`config.mk`:
```
export PLATFORM = sky130hd
export DESIGN_NAME = link_power_seq
export DESIGN_NICKNAME = d
export VERILOG_FILES = /design/src/rtl/lpm_pkg.sv /design/src/rtl/lpm_ctrl.sv /design/src/rtl/lpm_datapath.sv /design/src/rtl/link_power_seq.sv
export SDC_FILE = /design/constraint.sdc
export NUM_CORES = 1
export LEC_CHECK = 0
export ABC_AREA = 1
export ABC_CLOCK_PERIOD_IN_PS = 1600
export BUFFER_PORTS_ARGS = -buffer_cell sky130_fd_sc_hd__buf_4
export CORE_MARGIN = 2
export CORE_UTILIZATION = 51
export CTS_CLUSTER_SIZE = 28
export DETAILED_ROUTE_END_ITERATION = 10
export PLACE_DENSITY_LB_ADDON = 0.1
export SYNTH_ARGS = -nofsm -noshare
export SYNTH_HDL_FRONTEND = slang
export SYNTH_HIERARCHICAL = 1
export SYNTH_SLANG_ARGS = --single-unit
```
`constraint.sdc`:
```
create_clock -name clk -period 1.6 [get_ports clk]
set_input_delay 0 -clock clk [delete_from_list [all_inputs] [get_ports clk]]
set_output_delay 0 -clock clk [all_outputs]
set_load 0.005 [all_outputs]
```
`src/rtl/lpm_pkg.sv`:
```
package lpm_pkg;

  typedef enum logic [1:0] {
    MODE_RESET = 2'd0,
    MODE_RUN   = 2'd1,
    MODE_WAIT  = 2'd2,
    MODE_STOP  = 2'd3
  } lpmMode_t;

  // Strobes from the mode control to the datapath
  typedef struct packed {
    logic wakeEvt;   // a wake-up happens at this edge
    logic stopWake;  // the wake-up leaves stop mode
    logic rxWindow;  // clocks are on and the protocol logic is released
    logic inRun;     // the block is in run mode
  } lpmStrobe_t;

endpackage

```
`src/rtl/lpm_ctrl.sv`:
```
module lpm_ctrl
  import lpm_pkg::*;
(
  input  logic       clk,
  input  logic       rstReq,
  input  logic       waitReq,
  input  logic       stopReq,
  input  logic       wcmBit,
  input  logic       eofValid,
  input  logic       actEdge,
  output lpmMode_t   modeQ,
  output lpmStrobe_t strobe,
  output logic       clkEn,
  output logic       phyLowPwr,
  output logic       protoHold
);

  lpmMode_t modeNext;
  logic     goStop;
  logic     goWait;
  logic     wakeNow;

  assign goStop = stopReq | (waitReq & wcmBit);
  assign goWait = waitReq & ~wcmBit;

  always_comb begin
    modeNext = modeQ;
    wakeNow  = 1'b0;
    unique case (modeQ)
      MODE_RESET: modeNext = MODE_RUN;
      MODE_RUN: begin
        if (goStop)      modeNext = MODE_STOP;
        else if (goWait) modeNext = MODE_WAIT;
      end
      MODE_WAIT: begin
        if (actEdge | eofValid) begin
          modeNext = MODE_RUN;
          wakeNow  = 1'b1;
        end
      end
      MODE_STOP: begin
        if (actEdge) begin
          modeNext = MODE_RUN;
          wakeNow  = 1'b1;
        end
      end
      default: modeNext = MODE_RESET;
    endcase
  end

  always_ff @(posedge clk or posedge rstReq) begin
    if (rstReq) modeQ <= MODE_RESET;
    else        modeQ <= modeNext;
  end

  assign strobe.wakeEvt  = wakeNow;
  assign strobe.stopWake = wakeNow & (modeQ == MODE_STOP);
  assign strobe.rxWindow = (modeQ == MODE_RUN) | (modeQ == MODE_WAIT);
  assign strobe.inRun    = (modeQ == MODE_RUN);

  assign clkEn     = (modeQ != MODE_STOP);
  assign phyLowPwr = (modeQ == MODE_STOP);
  assign protoHold = (modeQ == MODE_RESET);

  // leaving reset takes exactly one edge
  p_reset_exit_r2: assert property (@(posedge clk) disable iff (rstReq)
    (modeQ == MODE_RESET) |=> (modeQ == MODE_RUN));

  // wait request with the wait-clock bit clear enters wait
  p_wait_enter_r3: assert property (@(posedge clk) disable iff (rstReq)
    (modeQ == MODE_RUN && waitReq && !wcmBit && !stopReq) |=> (modeQ == MODE_WAIT));

  // stop request, or redirected wait request, enters stop
  p_stop_enter_r4: assert property (@(posedge clk) disable iff (rstReq)
    (modeQ == MODE_RUN && (stopReq || (waitReq && wcmBit))) |=> (modeQ == MODE_STOP));

  // end-of-frame wakes from wait
  p_eof_wake_r6: assert property (@(posedge clk) disable iff (rstReq)
    (modeQ == MODE_WAIT && eofValid) |=> (modeQ == MODE_RUN));

  // without a wake cause, wait mode ignores requests
  p_wait_hold_r9: assert property (@(posedge clk) disable iff (rstReq)
    (modeQ == MODE_WAIT && !eofValid && !actEdge) |=> (modeQ == MODE_WAIT));

  // stop mode ignores requests and end-of-frame
  p_stop_hold_r9: assert property (@(posedge clk) disable iff (rstReq)
    (modeQ == MODE_STOP && !actEdge) |=> (modeQ == MODE_STOP));

endmodule

```
`src/rtl/lpm_datapath.sv`:
```
module lpm_datapath
  import lpm_pkg::*;
#(
  parameter int SYNC_STAGES = 2,
  parameter int STAB_W      = 8
) (
  input  logic              clk,
  input  logic              rstReq,
  input  logic              busActRaw,
  input  logic              irqAck,
  input  logic              eofValid,
  input  logic [STAB_W-1:0] stabCycles,
  input  lpmStrobe_t        strobe,
  output logic              actEdge,
  output logic              wakeIrq,
  output logic              rxValid,
  output logic              eofSuspect
);

  localparam int LAST = SYNC_STAGES - 1;

  logic [SYNC_STAGES-1:0] syncQ;
  logic                   prevQ;
  logic [STAB_W-1:0]      stabCnt;
  logic                   settling;

  for (genvar g = 0; g < SYNC_STAGES; g++) begin : g_sync
    if (g == 0) begin : g_first
      always_ff @(posedge clk or posedge rstReq) begin
        if (rstReq) syncQ[g] <= 1'b0;
        else        syncQ[g] <= busActRaw;
      end
    end else begin : g_rest
      always_ff @(posedge clk or posedge rstReq) begin
        if (rstReq) syncQ[g] <= 1'b0;
        else        syncQ[g] <= syncQ[g-1];
      end
    end
  end

  always_ff @(posedge clk or posedge rstReq) begin
    if (rstReq) prevQ <= 1'b0;
    else        prevQ <= syncQ[LAST];
  end

  assign actEdge = syncQ[LAST] & ~prevQ;

  // Sticky wake flag; a wake at the same edge beats the acknowledge
  always_ff @(posedge clk or posedge rstReq) begin
    if (rstReq)              wakeIrq <= 1'b0;
    else if (strobe.wakeEvt) wakeIrq <= 1'b1;
    else if (irqAck)         wakeIrq <= 1'b0;
  end

  // Settle counter after a wake-up from stop
  always_ff @(posedge clk or posedge rstReq) begin
    if (rstReq)               stabCnt <= '0;
    else if (strobe.stopWake) stabCnt <= stabCycles;
    else if (settling)        stabCnt <= stabCnt - 1'b1;
  end

  assign settling   = (stabCnt != '0);
  assign rxValid    = strobe.rxWindow & ~settling;
  assign eofSuspect = eofValid & strobe.inRun & settling;

  // the flag holds until acknowledged
  p_irq_sticky_r7: assert property (@(posedge clk) disable iff (rstReq)
    (wakeIrq && !irqAck) |=> wakeIrq);

  // a wake event always leaves the flag set
  p_irq_set_r7: assert property (@(posedge clk) disable iff (rstReq)
    strobe.wakeEvt |=> wakeIrq);

  // an acknowledge with no competing wake clears the flag
  p_ack_clear_r8: assert property (@(posedge clk) disable iff (rstReq)
    (irqAck && !strobe.wakeEvt) |=> !wakeIrq);

  // a wake-up from stop loads the programmed settle length
  p_stab_load_r10: assert property (@(posedge clk) disable iff (rstReq)
    strobe.stopWake |=> (stabCnt == $past(stabCycles)));

endmodule

```
`src/rtl/link_power_seq.sv`:
```
module link_power_seq
  import lpm_pkg::*;
#(
  parameter int SYNC_STAGES = 2,
  parameter int STAB_W      = 8
) (
  input  logic              clk,
  input  logic              rstReq,
  input  logic              waitReq,
  input  logic              stopReq,
  input  logic              wcmBit,
  input  logic              busActRaw,
  input  logic              eofValid,
  input  logic              irqAck,
  input  logic [STAB_W-1:0] stabCycles,
  output logic [1:0]        mode,
  output logic              clkEn,
  output logic              phyLowPwr,
  output logic              protoHold,
  output logic              wakeIrq,
  output logic              rxValid,
  output logic              eofSuspect
);

  lpmMode_t   modeQ;
  lpmStrobe_t strobe;
  logic       actEdge;

  lpm_ctrl u_ctrl (
    .clk       (clk),
    .rstReq    (rstReq),
    .waitReq   (waitReq),
    .stopReq   (stopReq),
    .wcmBit    (wcmBit),
    .eofValid  (eofValid),
    .actEdge   (actEdge),
    .modeQ     (modeQ),
    .strobe    (strobe),
    .clkEn     (clkEn),
    .phyLowPwr (phyLowPwr),
    .protoHold (protoHold)
  );

  lpm_datapath #(
    .SYNC_STAGES (SYNC_STAGES),
    .STAB_W      (STAB_W)
  ) u_dp (
    .clk        (clk),
    .rstReq     (rstReq),
    .busActRaw  (busActRaw),
    .irqAck     (irqAck),
    .eofValid   (eofValid),
    .stabCycles (stabCycles),
    .strobe     (strobe),
    .actEdge    (actEdge),
    .wakeIrq    (wakeIrq),
    .rxValid    (rxValid),
    .eofSuspect (eofSuspect)
  );

  assign mode = modeQ;

endmodule

```
==> results.toml <==
[run_status]
status = "finished, final reports clean"

[timing]
finClkSkew_ps = 2.40
slew_headroom_pct = 67.5
slew_violations = 0
worst_slew_pin_slew_ps = 486
setup_tns_ps = 0
setup_viol = 0
hold_viol_final = 0
fmax_mhz = 655
fin_crit_ps = 1530
finalCritPeriodShare_pct = 95.4

[global_routing]
track_usage_pct = 18.3
top_usage_layer = "met2"
grt_antenna_before_repair = 0
use_met1_pct = 22.1
grt_overflow = 0
grt_use_met2_pct = 31.9
grt_pass1_vias = 702
grt_max_degree = 13
grt_pass1_wl_um = 2810
gr-usage-met3_pct = 4.71

[floorplan]
die_area_mm2 = 0.00218
die_y_um = 46.7
die_x_um = 46.7
initial_core_util_pct = 53.8
ios = 24
core-area_mm2 = 0.00173
fp-row-count = 15

[critical_path]
cpPeakStageDelay_ps = 400
critical_path_buf_inv_count = 2
start_kind = "flop"
path_cells = "inv_1 -> ha_1 -> nand3_4 -> nor3b_1 -> buf_4"
path_max_fanout = 3
reg2regPathDepth = 8
ff2ff_setup_slack_ps = 110
cp_slowest_cell = "dfrtp_1"
r2r-start = "u_ctrl/modeQ[0]"
worstPathRequired_ps = 1600
r2r_end = "u_dp/stabCnt[0]"
crit_family = "flip-flops"
worst_setup_path_end_kind = "output port"
arrival_ps = 1530
worstSetupPathType = "reg2out"

[yosys]
synth_seq_cells = 14
synth_area_um2 = 930
avgSynthCellArea_um2 = 7.88
ys_seq_area_share_pct = 37.7
syn_nets = 140
syn-instance-count = 118
ys_warn_count = 6
ys_types = 20

[place]
post-dp-hpwl_um = 1280
dpl-instance-area_mm2 = 0.00112
dp_cells = 164
gp_congestion = 0.838
numPortBuffers = 23

[pwr]
p_switching_w = 0.000848
p_int_w = 0.00113
pwr_density_cell_mw_per_mm2 = 1550
pwr-share-comb_pct = 54.8
p_sw_share_pct = 42.8
clkPwrFrac_pct = 12.7
p_total_w = 0.00198
ir_drop_v = 0.000827
power_frac_seq_pct = 32.6
power.leakage_nw = 0.688

[clocking]
clk_latency_ps = 280
cts_root_buf = "clkbuf_4"
clk_pin_slew_ps = 80
cts_buffer_depth = 2
cts_made_buffers = 3
cts_tree = "built"
cts.sinks = 14
h-tree-depth = 1

[finish]
fillCellCount = 132
seqCellArea_um2 = 350
multiInputGateArea_um2 = 494
layout-drive-gt1-share_pct = 30.3
design_area_mm2 = 0.00128
stdcell_count = 180
nets = 178
final_util_pct = 74.1
syn_to_final_growth_pct = 37.7
n_antenna_cell = 0

[min_path]
hold_end = "u_ctrl/modeQ[0]"
whs_path_depth = 5
min_from = "wcmBit"
hold_class = "in2reg"

[route]
drtIter0Drc = 15
wl_per_cell_um = 10.4
avgViaCountPerCell = 4.57
drtAntennaViolNets = 0
routed_wl_um = 1860
drt_first_pass_iters = 4
num_vias = 822
route.detailed.drc = 0

[run]
drv_cap = 0
-- synth_stat cells, drive strengths merged --
| master | count | area, um2 |
|---|---|---|
| nand4 | 1 | 6.26 |
| xnor2 | 1 | 8.76 |
| o21ai | 11 | 70.1 |
| nor2 | 16 | 98.8 |
| o21bai | 1 | 7.51 |
| ha | 6 | 75.1 |
| dfrtp | 14 | 350 |
| nor3b | 1 | 7.51 |
| nand2 | 35 | 146 |
| buf | 3 | 22.5 |
| a21oi | 2 | 10.0 |
| nand3 | 7 | 47.6 |
| nand3b | 1 | 7.51 |
| inv | 19 | 71.3 |
-- stage by stage --
stage                     setup slack (ps)  hold WS (ps)
final                                 73.8          34.6
after CTS                             22.3          33.5
after floorplan                        180          -259
after detailed placement              48.6          -132
after global routing                 -29.3          45.7
after global placement                 106          -134
-- kinds of logic (layout without fill, tap and decap cells) --
kind of cell             after synthesis  after routing  synth area share [%]
AO/OA/AOI/OAI                         14             14                  9.42
buffers and inverters                 22             59                  10.1
adder cells (fa/ha/maj)                6              6                  8.08
flip-flops                            14             14                  37.7
AND/OR/NAND/NOR                       61             61                  33.8
XOR/XNOR                               1              1                 0.942
-- registers in the layout (all words and copies together) (netlist names) --
name / flops
u_dp/prevQ: 1
u_dp/syncQ: 2
u_dp/stabCnt: 8
u_dp/wakeIrq: 1
u_ctrl/modeQ: 2
-- placed cells by master, fill, tap and decap left out --
cell           netlist  final
nand3b_1             1      1
ha_2                 0      1
ha_1                 6      5
clkbuf_4             0      3
nor2_1              12     11
nand3_1              6      6
a21oi_2              0      1
nand4_1              1      1
nor2_4               3      3
o21ai_1              0      1
inv_1               17     17
o21bai_1             1      1
nor2_8               1      1
nand2_1             33     33
a21oi_1              2      1
o21ai_0              7      6
inv_2                2      2
nand2_4              2      2
nand3_4              1      1
buf_6                0      1
dfrtp_1             14     14
nor3b_1              1      1
clkbuf_8             0      1
buf_4                3     26
dlygate4sd3_1        0      9
o21ai_2              4      4
xnor2_1              1      1
nor2_2               0      1
-- what timing repair did --
action / 4_1_cts / 5_1_grt
buffers inserted: 0 / 3
endpoints found under the hold margin: 22 / 0
gates resized for setup: 0 / 5
endpoints found under the setup margin: 0 / 8
hold buffers: 9 / 0
-- worst register-to-register path, delay by kind of cell (launching register included) --
family | cells | cell delay (ps)
AOI/OAI and AO/OA | 4 | 430
adders and majority gates | 1 | 190
buffers and inverters | 2 | 260
DFF | 1 | 420
and+or+nand+nor | 1 | 90
-- metal layers --
metal | vias up | routed length (um) | part of all wire [%]
li1 | 436 | - | -
met1 | 359 | 821 | 44
met2 | 27 | 944 | 51
met3 | 0 | 97 | 5.2
met4 | 0 | 0 | 0
met5 | - | 0 | 0
-- power by group through the flow --
stage	registers [W]	clock network, W	logic (W)
6_report	0.000645	0.000251	0.00108
5_1_grt	0.000662	0.000275	0.00124
4_1_cts	0.000645	0.000260	0.00104
3_5_place_dp	0.000648	0	0.00102
3_3_place_gp	0.000646	0	0.000996
2_1_floorplan	0.000630	0	0.000777
-- cell type report --
class                           instances  area share, %
Multi-Input combinational cell         82           38.6
Sequential cell                        14           27.4
Timing Repair Buffer                   36           23.2
Inverter                               19           5.57
Clock buffer                            4           2.83
Tap cell                               25           2.44
-- how the worst max path moves through the flow --
stage / startpoint / slack (ps) / depth (start not counted) / to
3_5_place_dp: u_ctrl/modeQ[0] / 50 / 8 / u_dp/stabCnt[0]
2_1_floorplan: u_ctrl/modeQ[0] / 180 / 8 / u_dp/stabCnt[0]
4_1_cts: u_ctrl/modeQ[0] / 20 / 8 / u_dp/stabCnt[0]
5_1_grt: u_ctrl/modeQ[0] / -30 / 9 / u_dp/stabCnt[0]
6_report: u_dp/stabCnt[0] / 70 / 5 / rxValid
3_3_place_gp: u_ctrl/modeQ[0] / 110 / 8 / u_dp/stabCnt[1]
Note: power is estimated with default switching activity, not from simulation.
